<file path="config.mk">
export PLATFORM = sky130hd
export DESIGN_NAME = ivc_channel
export DESIGN_NICKNAME = d
export VERILOG_FILES = /design/src/rtl/ivc_pkg.sv /design/src/rtl/ivc_decr.sv /design/src/rtl/ivc_gate_sense.sv /design/src/rtl/ivc_channel.sv
export SDC_FILE = /design/constraint.sdc
export NUM_CORES = 1
export LEC_CHECK = 0
export BUFFER_PORTS_ARGS = -buffer_cell sky130_fd_sc_hd__buf_2
export CAP_MARGIN = 20
export CORE_AREA = 4 4 111 92
export DETAILED_ROUTE_END_ITERATION = 12
export DIE_AREA = 0 0 115 96
export PLACE_DENSITY_LB_ADDON = 0.12
export SLEW_MARGIN = 30
export SYNTH_ARGS = -nofsm -noshare
export SYNTH_HDL_FRONTEND = slang
export SYNTH_SLANG_ARGS = --single-unit
</file>
<file path="constraint.sdc">
create_clock -name clk -period 9.5 [get_ports clk]
set_input_delay 1.9 -clock clk [delete_from_list [all_inputs] [get_ports clk]]
set_output_delay 1.9 -clock clk [all_outputs]
set_load 0.01 [all_outputs]
</file>
<file path="src/rtl/ivc_pkg.sv">
package ivc_pkg;
    typedef enum logic [2:0] {
        MD_TERMINAL    = 3'd0,
        MD_ONESHOT     = 3'd1,
        MD_RATE        = 3'd2,
        MD_SQUARE      = 3'd3,
        MD_SOFT_STROBE = 3'd4,
        MD_HARD_STROBE = 3'd5
    } ivc_mode_e;

    typedef enum logic [2:0] {
        ST_IDLE,
        ST_XFER,
        ST_WAIT,
        ST_RUN,
        ST_STROBE,
        ST_HOLD
    } ivc_state_e;
endpackage

</file>
<file path="src/rtl/ivc_decr.sv">
module ivc_decr #(
    parameter int WIDTH = 16
) (
    input  logic [WIDTH-1:0] val_i,
    input  logic             bcd_i,
    input  logic             two_i,
    output logic [WIDTH-1:0] val_o
);
    localparam int DIGITS = WIDTH / 4;

    logic [WIDTH-1:0] bin_res;
    logic [WIDTH-1:0] dec_res;
    logic [DIGITS:0]  brw;

    assign bin_res = val_i - (two_i ? WIDTH'(2) : WIDTH'(1));
    assign brw[0]  = 1'b0;

    for (genvar g = 0; g < DIGITS; g++) begin : g_digit
        logic [1:0] amt;
        logic [4:0] diff;
        assign amt  = (g == 0) ? (two_i ? 2'd2 : 2'd1) : {1'b0, brw[g]};
        assign diff = {1'b0, val_i[4*g +: 4]} - {3'b000, amt};
        assign brw[g+1] = diff[4];
        assign dec_res[4*g +: 4] = diff[4] ? 4'(diff + 5'd10) : diff[3:0];
    end

    assign val_o = bcd_i ? dec_res : bin_res;
endmodule

</file>
<file path="src/rtl/ivc_gate_sense.sv">
module ivc_gate_sense (
    input  logic clk,
    input  logic rst_n,
    input  logic gate_i,
    output logic rise_o
);
    logic gate_q;

    always_ff @(posedge clk) begin
        if (!rst_n) gate_q <= 1'b0;
        else        gate_q <= gate_i;
    end

    assign rise_o = gate_i & ~gate_q;
endmodule

</file>
<file path="src/rtl/ivc_channel.sv">
module ivc_channel
    import ivc_pkg::*;
#(
    parameter int WIDTH = 16
) (
    input  logic             clk,
    input  logic             rst_n,
    input  logic [2:0]       mode_i,
    input  logic             bcd_i,
    input  logic             load_i,
    input  logic [WIDTH-1:0] count_i,
    input  logic             gate_i,
    output logic             out_o,
    output logic [WIDTH-1:0] count_o,
    output logic             null_o
);
    localparam logic [WIDTH-1:0] ONE = {{(WIDTH-1){1'b0}}, 1'b1};

    ivc_state_e       state_q, state_d;
    ivc_mode_e        mode_r, mode_n;
    logic             bcd_r;
    logic [WIDTH-1:0] reload_r;
    logic [WIDTH-1:0] cnt_q, cnt_d, cnt_dec;
    logic             out_q, out_d, null_q, null_d;
    logic             gate_rise, prog, trig, gated_mode, sq_two;

    always_comb begin
        unique case (mode_i)
            3'd6:    mode_n = MD_RATE;
            3'd7:    mode_n = MD_SQUARE;
            default: mode_n = ivc_mode_e'(mode_i);
        endcase
    end

    ivc_gate_sense u_gate (
        .clk    (clk),
        .rst_n  (rst_n),
        .gate_i (gate_i),
        .rise_o (gate_rise)
    );

    assign sq_two = (mode_r == MD_SQUARE) && !cnt_q[0];

    ivc_decr #(.WIDTH(WIDTH)) u_decr (
        .val_i (cnt_q),
        .bcd_i (bcd_r),
        .two_i (sq_two),
        .val_o (cnt_dec)
    );

    assign prog = load_i && (state_q == ST_IDLE || mode_n != mode_r || bcd_i != bcd_r
                             || mode_n == MD_TERMINAL || mode_n == MD_SOFT_STROBE);
    assign trig = gate_rise && (mode_r == MD_ONESHOT || mode_r == MD_HARD_STROBE);
    assign gated_mode = (mode_r == MD_RATE || mode_r == MD_SQUARE);

    always_ff @(posedge clk) begin
        if (!rst_n) begin
            reload_r <= '0;
            mode_r   <= MD_TERMINAL;
            bcd_r    <= 1'b0;
        end else begin
            if (load_i) reload_r <= count_i;
            if (prog) begin
                mode_r <= mode_n;
                bcd_r  <= bcd_i;
            end
        end
    end

    // Next-state and next-output logic
    always_comb begin
        state_d = state_q;
        cnt_d   = cnt_q;
        out_d   = out_q;
        null_d  = null_q | load_i;
        if (prog) begin
            out_d   = (mode_n != MD_TERMINAL);
            state_d = (mode_n == MD_ONESHOT || mode_n == MD_HARD_STROBE) ? ST_WAIT : ST_XFER;
        end else begin
            unique case (state_q)
                ST_IDLE: ;
                ST_XFER: begin
                    cnt_d   = reload_r;
                    null_d  = load_i;
                    state_d = ST_RUN;
                end
                ST_WAIT, ST_HOLD: begin
                    if (trig) begin
                        cnt_d   = reload_r;
                        null_d  = load_i;
                        out_d   = (mode_r != MD_ONESHOT);
                        state_d = ST_RUN;
                    end
                end
                ST_RUN: begin
                    if (trig) begin
                        cnt_d  = reload_r;
                        null_d = load_i;
                        out_d  = (mode_r != MD_ONESHOT);
                    end else if (gated_mode && gate_rise) begin
                        cnt_d  = reload_r;
                        null_d = load_i;
                        out_d  = 1'b1;
                    end else if (gated_mode && !gate_i) begin
                        out_d = 1'b1;
                    end else if (gate_i || mode_r == MD_ONESHOT || mode_r == MD_HARD_STROBE) begin
                        cnt_d = cnt_dec;
                        unique case (mode_r)
                            MD_TERMINAL, MD_ONESHOT: begin
                                if (cnt_dec == '0) begin
                                    out_d   = 1'b1;
                                    state_d = ST_HOLD;
                                end
                            end
                            MD_RATE: begin
                                if (!out_q) begin
                                    cnt_d  = reload_r;
                                    null_d = load_i;
                                    out_d  = 1'b1;
                                end else if (cnt_dec == ONE) begin
                                    out_d = 1'b0;
                                end
                            end
                            MD_SQUARE: begin
                                if (cnt_dec == '0) begin
                                    out_d  = ~out_q;
                                    cnt_d  = out_q ? {reload_r[WIDTH-1:1], 1'b0} : reload_r;
                                    null_d = load_i;
                                end
                            end
                            MD_SOFT_STROBE, MD_HARD_STROBE: begin
                                if (cnt_dec == '0) begin
                                    out_d   = 1'b0;
                                    state_d = ST_STROBE;
                                end
                            end
                            default: ;
                        endcase
                    end
                end
                ST_STROBE: begin
                    out_d   = 1'b1;
                    state_d = ST_HOLD;
                end
                default: state_d = ST_IDLE;
            endcase
        end
    end

    // State register
    always_ff @(posedge clk) begin
        if (!rst_n) state_q <= ST_IDLE;
        else        state_q <= state_d;
    end

    // Output and count registers
    always_ff @(posedge clk) begin
        if (!rst_n) begin
            cnt_q  <= '0;
            out_q  <= 1'b1;
            null_q <= 1'b0;
        end else begin
            cnt_q  <= cnt_d;
            out_q  <= out_d;
            null_q <= null_d;
        end
    end

    assign out_o   = out_q;
    assign count_o = cnt_q;
    assign null_o  = null_q;

    a_r12_null_on_write: assert property (@(posedge clk) disable iff (!rst_n)
        load_i |=> null_o);

    a_r4_rate_pulse_one_clock: assert property (@(posedge clk) disable iff (!rst_n)
        (mode_r == MD_RATE && !out_o && !load_i) |=> out_o);

    a_r3_soft_strobe_one_clock: assert property (@(posedge clk) disable iff (!rst_n)
        (mode_r == MD_SOFT_STROBE && !out_o && !load_i) |=> out_o);

    a_r11_hard_strobe_one_clock: assert property (@(posedge clk) disable iff (!rst_n)
        (mode_r == MD_HARD_STROBE && !out_o && !load_i) |=> out_o);

    a_r2_terminal_out_holds: assert property (@(posedge clk) disable iff (!rst_n)
        (mode_r == MD_TERMINAL && out_o && !load_i) |=> (out_o && $stable(count_o)));

    a_r6_square_low_even: assert property (@(posedge clk) disable iff (!rst_n)
        (mode_r == MD_SQUARE && state_q == ST_RUN && !out_o) |-> !count_o[0]);
endmodule

</file>
# Yosys cells after proc, flatten, opt, wreduce, memory -nomap -nowiden
# Index checks and enable logic that the tools add are counted.
totals:
  output_inout_bits: 18
  regBits: 42
  rom_bits: 0
  mem_count: 0
  input_bits: 24
  wordCells: 139
  latchBits: 0
  ramBits: 0
op_classes:
  n_mux: 52
  n_shift: 0
  div: 0
  n_bitwise: 5
  eq_ne: 36
  order_cmp: 0
  reduce_logical: 29
  multipliers: 0
  addsub: 9
ops:
  columns: ["cell", "count"]
  rows:
  - ["$mux 16", 8]
  - ["$pmux 16 s3", 1]
  - ["$pmux 16 s2", 1]
  - ["$eq 3x3->1 const B", 8]
  - ["$mux 3", 8]
  - ["$ne 7x7->1 const B", 3]
  - ["$mux 1", 20]
  - ["$add 4x4->4 const B", 4]
  - ["$eq 16x1->1 const B", 1]
  - ["$logic_not 16->1", 1]
  - ["$mux 4", 4]
  - ["$ne 4x4->1 const B", 4]
  - ["$sub 16x16->16", 1]
  - ["$ne 3x3->1 const B", 5]
  - ["$pmux 3 s5", 1]
  - ["$sub 4x1->5", 3]
  - ["$eq 3x2->1 const B", 4]
  - ["$pmux 3 s2", 2]
  - ["$eq 3x1->1 const B", 3]
  - ["$logic_not 3->1", 3]
  - ["$logic_or 1x1->1", 9]
  - ["$ne 9x8->1 const B", 1]
  - ["$reduce_and 9->1", 1]
  - ["$reduce_and 7->1", 1]
  - ["other kinds (20)", 34]

# Depth between registers and ports, before layout
depth:
  ltp_word: 20
  depth_mapped: 24
  mapped_depth_nobuf: 23

# Hierarchy
# Synthesis repeated with hierarchy kept, for this count alone.
hier_totals:
  cells_unflattened: 393
  hier_area_um2: 3104.2
by_module_without_submodules:
  columns: ["mod", "n_inst", "cells_per_inst", "area_per_inst_um2"]
  rows:
  - ["ivc_channel", 1, 256, 2140.8]
  - ["ivc_decr", 1, 134, 923.4]
  - ["ivc_gate_sense", 1, 3, 40.0]

# Least setup slack after synthesis
# No wires, ideal clock.
synth_path:
  path_kind: "reg-to-reg"
  start: "reg cnt_q[0], in the netlist count_o[0]"
  end: "reg cnt_q[13], in the netlist count_o[13]"
  t_arrival_ns: 4.705
  period_less_slack_ns: 4.828
  slack_ns: 4.672
  n_path_buf: 1
  path_stages_with_launch: 25
  cell_sequence: "dfxtp_1 inv_1 ha_1 and2_1 ha_1 ha_1 nor3b_1 ha_1 ha_1 nor3b_1 ha_1 ha_1 nand2b_1 nand2_1 ha_1 nand2b_1 a211oi_1 o32ai_1 a311oi_1 nor4b_2 and3_1 buf_2 a41o_1 a221oi_1 nor2_1"
synth_between:
  elab_chain_len: 18
synth_lines:
  columns: ["item", "line_no", "source"]
  rows:
  - ["from (decl)", "ivc_channel.sv:23", "logic [WIDTH-1:0] cnt_q, cnt_d, cnt_dec;"]
  - ["from (signal assigned)", "ivc_channel.sv:163", "cnt_q <= cnt_d;"]
  - ["$logic_not 1->1", "ivc_channel.sv:42", "assign sq_two = (mode_r == MD_SQUARE) && !cnt_q[0];"]
  - ["$logic_and 1x1->1", "ivc_channel.sv:42", null]
  - ["$mux 2", "ivc_decr.sv:15, ivc_decr.sv:21", null]
  - ["$sub 4x2->5", "ivc_decr.sv:22", "assign diff = {1'b0, val_i[4*g +: 4]} - {3'b000, amt};"]
  - ["$sub 4x1->5 (3 in a row)", "ivc_decr.sv:22", null]
  - ["$add 4x4->4", "ivc_decr.sv:24", "assign dec_res[4*g +: 4] = diff[4] ? 4'(diff + 5'd10) : diff[3:0];"]
  - ["$mux 4", "ivc_decr.sv:24", null]
  - ["$mux 16 (*)", "ivc_decr.sv:27", "assign val_o = bcd_i ? dec_res : bin_res;"]
  - ["$logic_not 16->1", "ivc_channel.sv:125", "if (cnt_dec == '0) begin"]
  - ["$mux 16", "ivc_channel.sv:125", null]
  - ["$pmux 16 s2 (*)", "ivc_channel.sv:108", "unique case (mode_r)"]
  - ["$mux 16 (*)", "ivc_channel.sv:106", "end else if (gate_i || mode_r == MD_ONESHOT || mode_r == MD_HARD_STROBE) begin"]
  - ["$mux 16 (*)", "ivc_channel.sv:104", "end else if (gated_mode && !gate_i) begin"]
  - ["$mux 16 (*)", "ivc_channel.sv:100", "end else if (gated_mode && gate_rise) begin"]
  - ["$mux 16 (*)", "ivc_channel.sv:96", "if (trig) begin"]
  - ["$pmux 16 s3 (*)", "ivc_channel.sv:80", "unique case (state_q)"]
# Mark *: on every way between the ends. The rest lies on a longest branch, timed or not. The select of a mux whose other input is x is not followed.
# A chain may end at the register's enable or synchronous reset.

# Worst setup path in the final report
# Same ends and word-level chain as after synthesis.

==> results by group <==
Status
  – Status: finished, final reports clean

Floorplanning
  – IO Count: 42
  – CORE AREA: 0.008999 mm^2
  – Die ar.: 0.01104 mm^2
  – Die W: 115 um
  – Initial Utilization: 40.29%
  – Y dimension of the die: 96 um
  – Row Count: 31

CTS
  – Clk sink count: 42
  – Root buf cell: clkbuf_16
  – Resized Gates After CTS: 0
  – Clk_lat worst skew: 0.29 ns
  – Clock slew at reported path FFs: 0.07 ns
  – Post-CTS setup repair buffer count: 0
  – H-tree levels: 2
  – Post-CTS Hold Fix Bufs: 0
  – Clock buffer count from CTS: 5
  – CTS tree: yes
  – CTS max path bufs: 2

Timing
  – Final Hold Fails: 0
  – Setup TNS: 0 ns
  – Slew Viols, Final: 0
  – Post-route minimum period: 5.527 ns
  – Slew headroom: 46.60%
  – PnR worst setup slack: 3.973 ns
  – Highest clock rate: 180.9 MHz
  – Hold Slack: 0.5087 ns
  – Clock skew: 0.005905 ns
  – Final setup vio count: 0
  – Tcrit/Tclk final: 58.18%
  – RSZ-0062 raised after global routing: false
  – Worst-Margin Slew: 0.8011 ns

Detailed routing
  – DR WL met3: 818 um
  – Vias: 3726
  – DRC Markers: 0
  – Vias per std cell: 6.000
  – WL met1: 5670 um
  – Post-DRT Antenna Nets: 0
  – Met2 wire len: 4483 um
  – Top Layer Used: met4
  – Iter 0 DRT Violations: 281
  – Drt pass-1 iters: 5
  – WL final: 11160 um
  – Routed len/inst: 17.96 um

Synthesis
  – #FFs+latches synth: 42
  – Synth Instances: 489
  – Number of synthesized flops with an enable pin: 0
  – Syn_nets: 528
  – YS warnings: 0
  – Mean Syn Cell Area: 7.415 um^2
  – Commonest register cell after synthesis: dfxtp_1
  – Seq/Total Area, Yosys: 23.19%
  – Synth cell types: 66
  – Asr flop ratio synth: 0%
  – Post-Syn Area: 0.003626 mm^2

Critical path
  – Startpoint types: register
  – Crit path max-delay family: adder cells
  – Setup crit end kind: register
  – Max Fanout on Critical Path: 6
  – CP Cell Sequence: inv_1 -> ha_1 -> and2_1 -> ha_1 -> ha_1 -> nor3b_1 -> ha_1 -> ha_1 -> nor3b_1 -> ha_1 -> ha_1 -> nand2b_1 -> nand2_1 -> ha_1 -> nand2b_1 -> a211oi_1 -> o32ai_1 -> a311oi_1 -> nor4b_2 -> and3_1 -> a41o_1 -> a221oi_1 -> nor2_1
  – CP dominant cell by count: ha_1
  – CP max stage delay: 0.58 ns
  – Crit path DAT: 5.70 ns
  – Slowest CP cell: a311oi_1
  – WP buf/inv: 1
  – Setup CP Type: register to register
  – CP required: 9.68 ns

Power
  – Pwr per Cell Area: 157.1 mW/mm^2
  – Worst VDD drop: 0.07642 mV
  – Final Power: 0.6313 mW
  – Leakage: 1.621 nW

Place
  – Dpl ws: 4.024 ns
  – Hpwl dp: 8242 um
  – Placed insts: 613
  – Final GP Congestion: 0.8383
  – Placement Cell Area: 0.003849 mm^2
  – Buffers on Ports: 41

Cells and area
  – Fillers: 945
  – Fin area: 0.004018 mm^2
  – Area grow syn2layout: 10.80%
  – Core Util, Final: 44.65%
  – Post-Layout Cell Count: 621
  – Layout cells sized above 1: 12.65%
  – Nets: 544
  – Antenna diode count: 0

Global routing
  – First-pass GRT wire length: 18130 um
  – Initial antenna violation count: 0
  – Pin count of the biggest net entering global routing: 44
  – Total grt overflow: 0
  – GRT Total Usage: 20.74%
  – Number of global-route vias before repair: 3453

Worst hold path
  – Worst min-delay path class: register to register

Run
  – Max-cap check violation count: 0
[final timing paths]
kind | startpoint | to | slack, ns | cells past startpoint
worst min register to register | count_o[1] | count_o[1] | 0.51 | 2
worst max register to register | count_o[0] | count_o[13] | 3.97 | 23
worst min-delay path | count_o[1] | count_o[1] | 0.51 | 2
worst max-delay path | count_o[0] | count_o[13] | 3.97 | 23
[cell families after synthesis]
group           Yosys count  share of synthesized area (%)
fa+ha+maj                15                          5.176
compound gates          142                          25.67
xor+xnor                  9                          2.174
simple gates            203                          31.12
buf+inv                  54                          5.969
mux                      24                          6.694
flops                    42                          23.19
[cells in the final DEF (no fill, tap or decap), types with 3 or more instances in the layout]
master     synthesis  routed
nand4_1            3       3
mux2i_1           22      22
xnor2_1            9       9
o21ai_0           37      37
o21a_1             5       5
nor3b_1            4       4
nor3_1            20      20
o2111ai_1          3       3
and3_1             3       3
o31a_1             4       4
o211ai_1          11      11
inv_1             20      20
a211oi_1           7       7
nand3_1           11      11
o31ai_1            6       6
nand2_1           43      43
nand2b_1          15      15
nand3b_1           3       3
nor2b_1           29      29
or3_1              9       9
dfxtp_1           42      42
nor4_1             6       6
a21o_1             3       3
ha_1              15      15
or2_2              4       4
a21oi_1           26      26
nor2_1            31      31
and2_1             6       6
a31oi_1            8       8
buf_2              5      41
clkbuf_16          0       5
a211o_1            4       4
[report_power, final]
part | internal, mW | total, mW | switching [mW]
clock | 0.125 | 0.203 | 0.0786
sequential | 0.187 | 0.208 | 0.0206
combinational | 0.0941 | 0.220 | 0.126
[area by class of cell]
type / count / area, um^2 / area share (%)
inverters: 20 / 75.07 / 1.869
repair buffers: 43 / 220.2 / 5.481
multi-input cells: 393 / 2569 / 63.94
flip-flops and latches: 42 / 840.8 / 20.93
clock buffers: 5 / 125.1 / 3.114
clock inverters: 3 / 43.79 / 1.090
well taps: 115 / 143.9 / 3.581
[worst reg2reg max path, cell delays in order (launching register included)]
cell	delay, ns
dfxtp_1	0.36
inv_1	0.09
ha_1	0.24
and2_1	0.16
ha_1	0.22
ha_1	0.23
nor3b_1	0.34
ha_1	0.24
ha_1	0.19
nor3b_1	0.34
ha_1	0.28
ha_1	0.19
nand2b_1	0.12
nand2_1	0.06
ha_1	0.19
nand2b_1	0.16
a211oi_1	0.21
o32ai_1	0.10
a311oi_1	0.58
nor4b_2	0.14
and3_1	0.30
a41o_1	0.27
a221oi_1	0.29
nor2_1	0.08
[synthesized netlist by cell type (5+ instances only)]
library cell  count  area [um^2]
o21ai_0          37        185.2
or3_1             9        56.30
a211oi_1          7        52.55
buf_2             5        25.02
ha_1             15        187.7
clkbuf_1         26        97.59
nor2_1           31        116.4
mux2i_1          22        220.2
o21a_1            5        37.54
xnor2_1           9        78.83
o211ai_1         11        82.58
dfxtp_1          42        840.8
nor3_1           20        100.1
o31ai_1           6        45.04
a31oi_1           8        50.05
nand2_1          43        161.4
and2_1            6        37.54
nor4_1            6        37.54
nand2b_1         15        93.84
inv_1            20        75.07
nor2b_1          29        181.4
nand3_1          11        55.05
a21oi_1          26        130.1
[routing by layer]
layer | vias up | global-route usage, %
li1 | 1831 | -
met1 | 1717 | 32.32
met2 | 162 | 29.05
met3 | 16 | 3.457
met4 | 0 | 5.181
met5 | - | 0
[state kept, by name, indices dropped and copies added, names as in the netlist]
name	cells
mode_r	3
bcd_r	1
null_o	1
reload_r	16
u_gate.gate_q	1
out_o	1
count_o	16
state_q	3
Note: power is estimated with default switching activity, not from simulation.
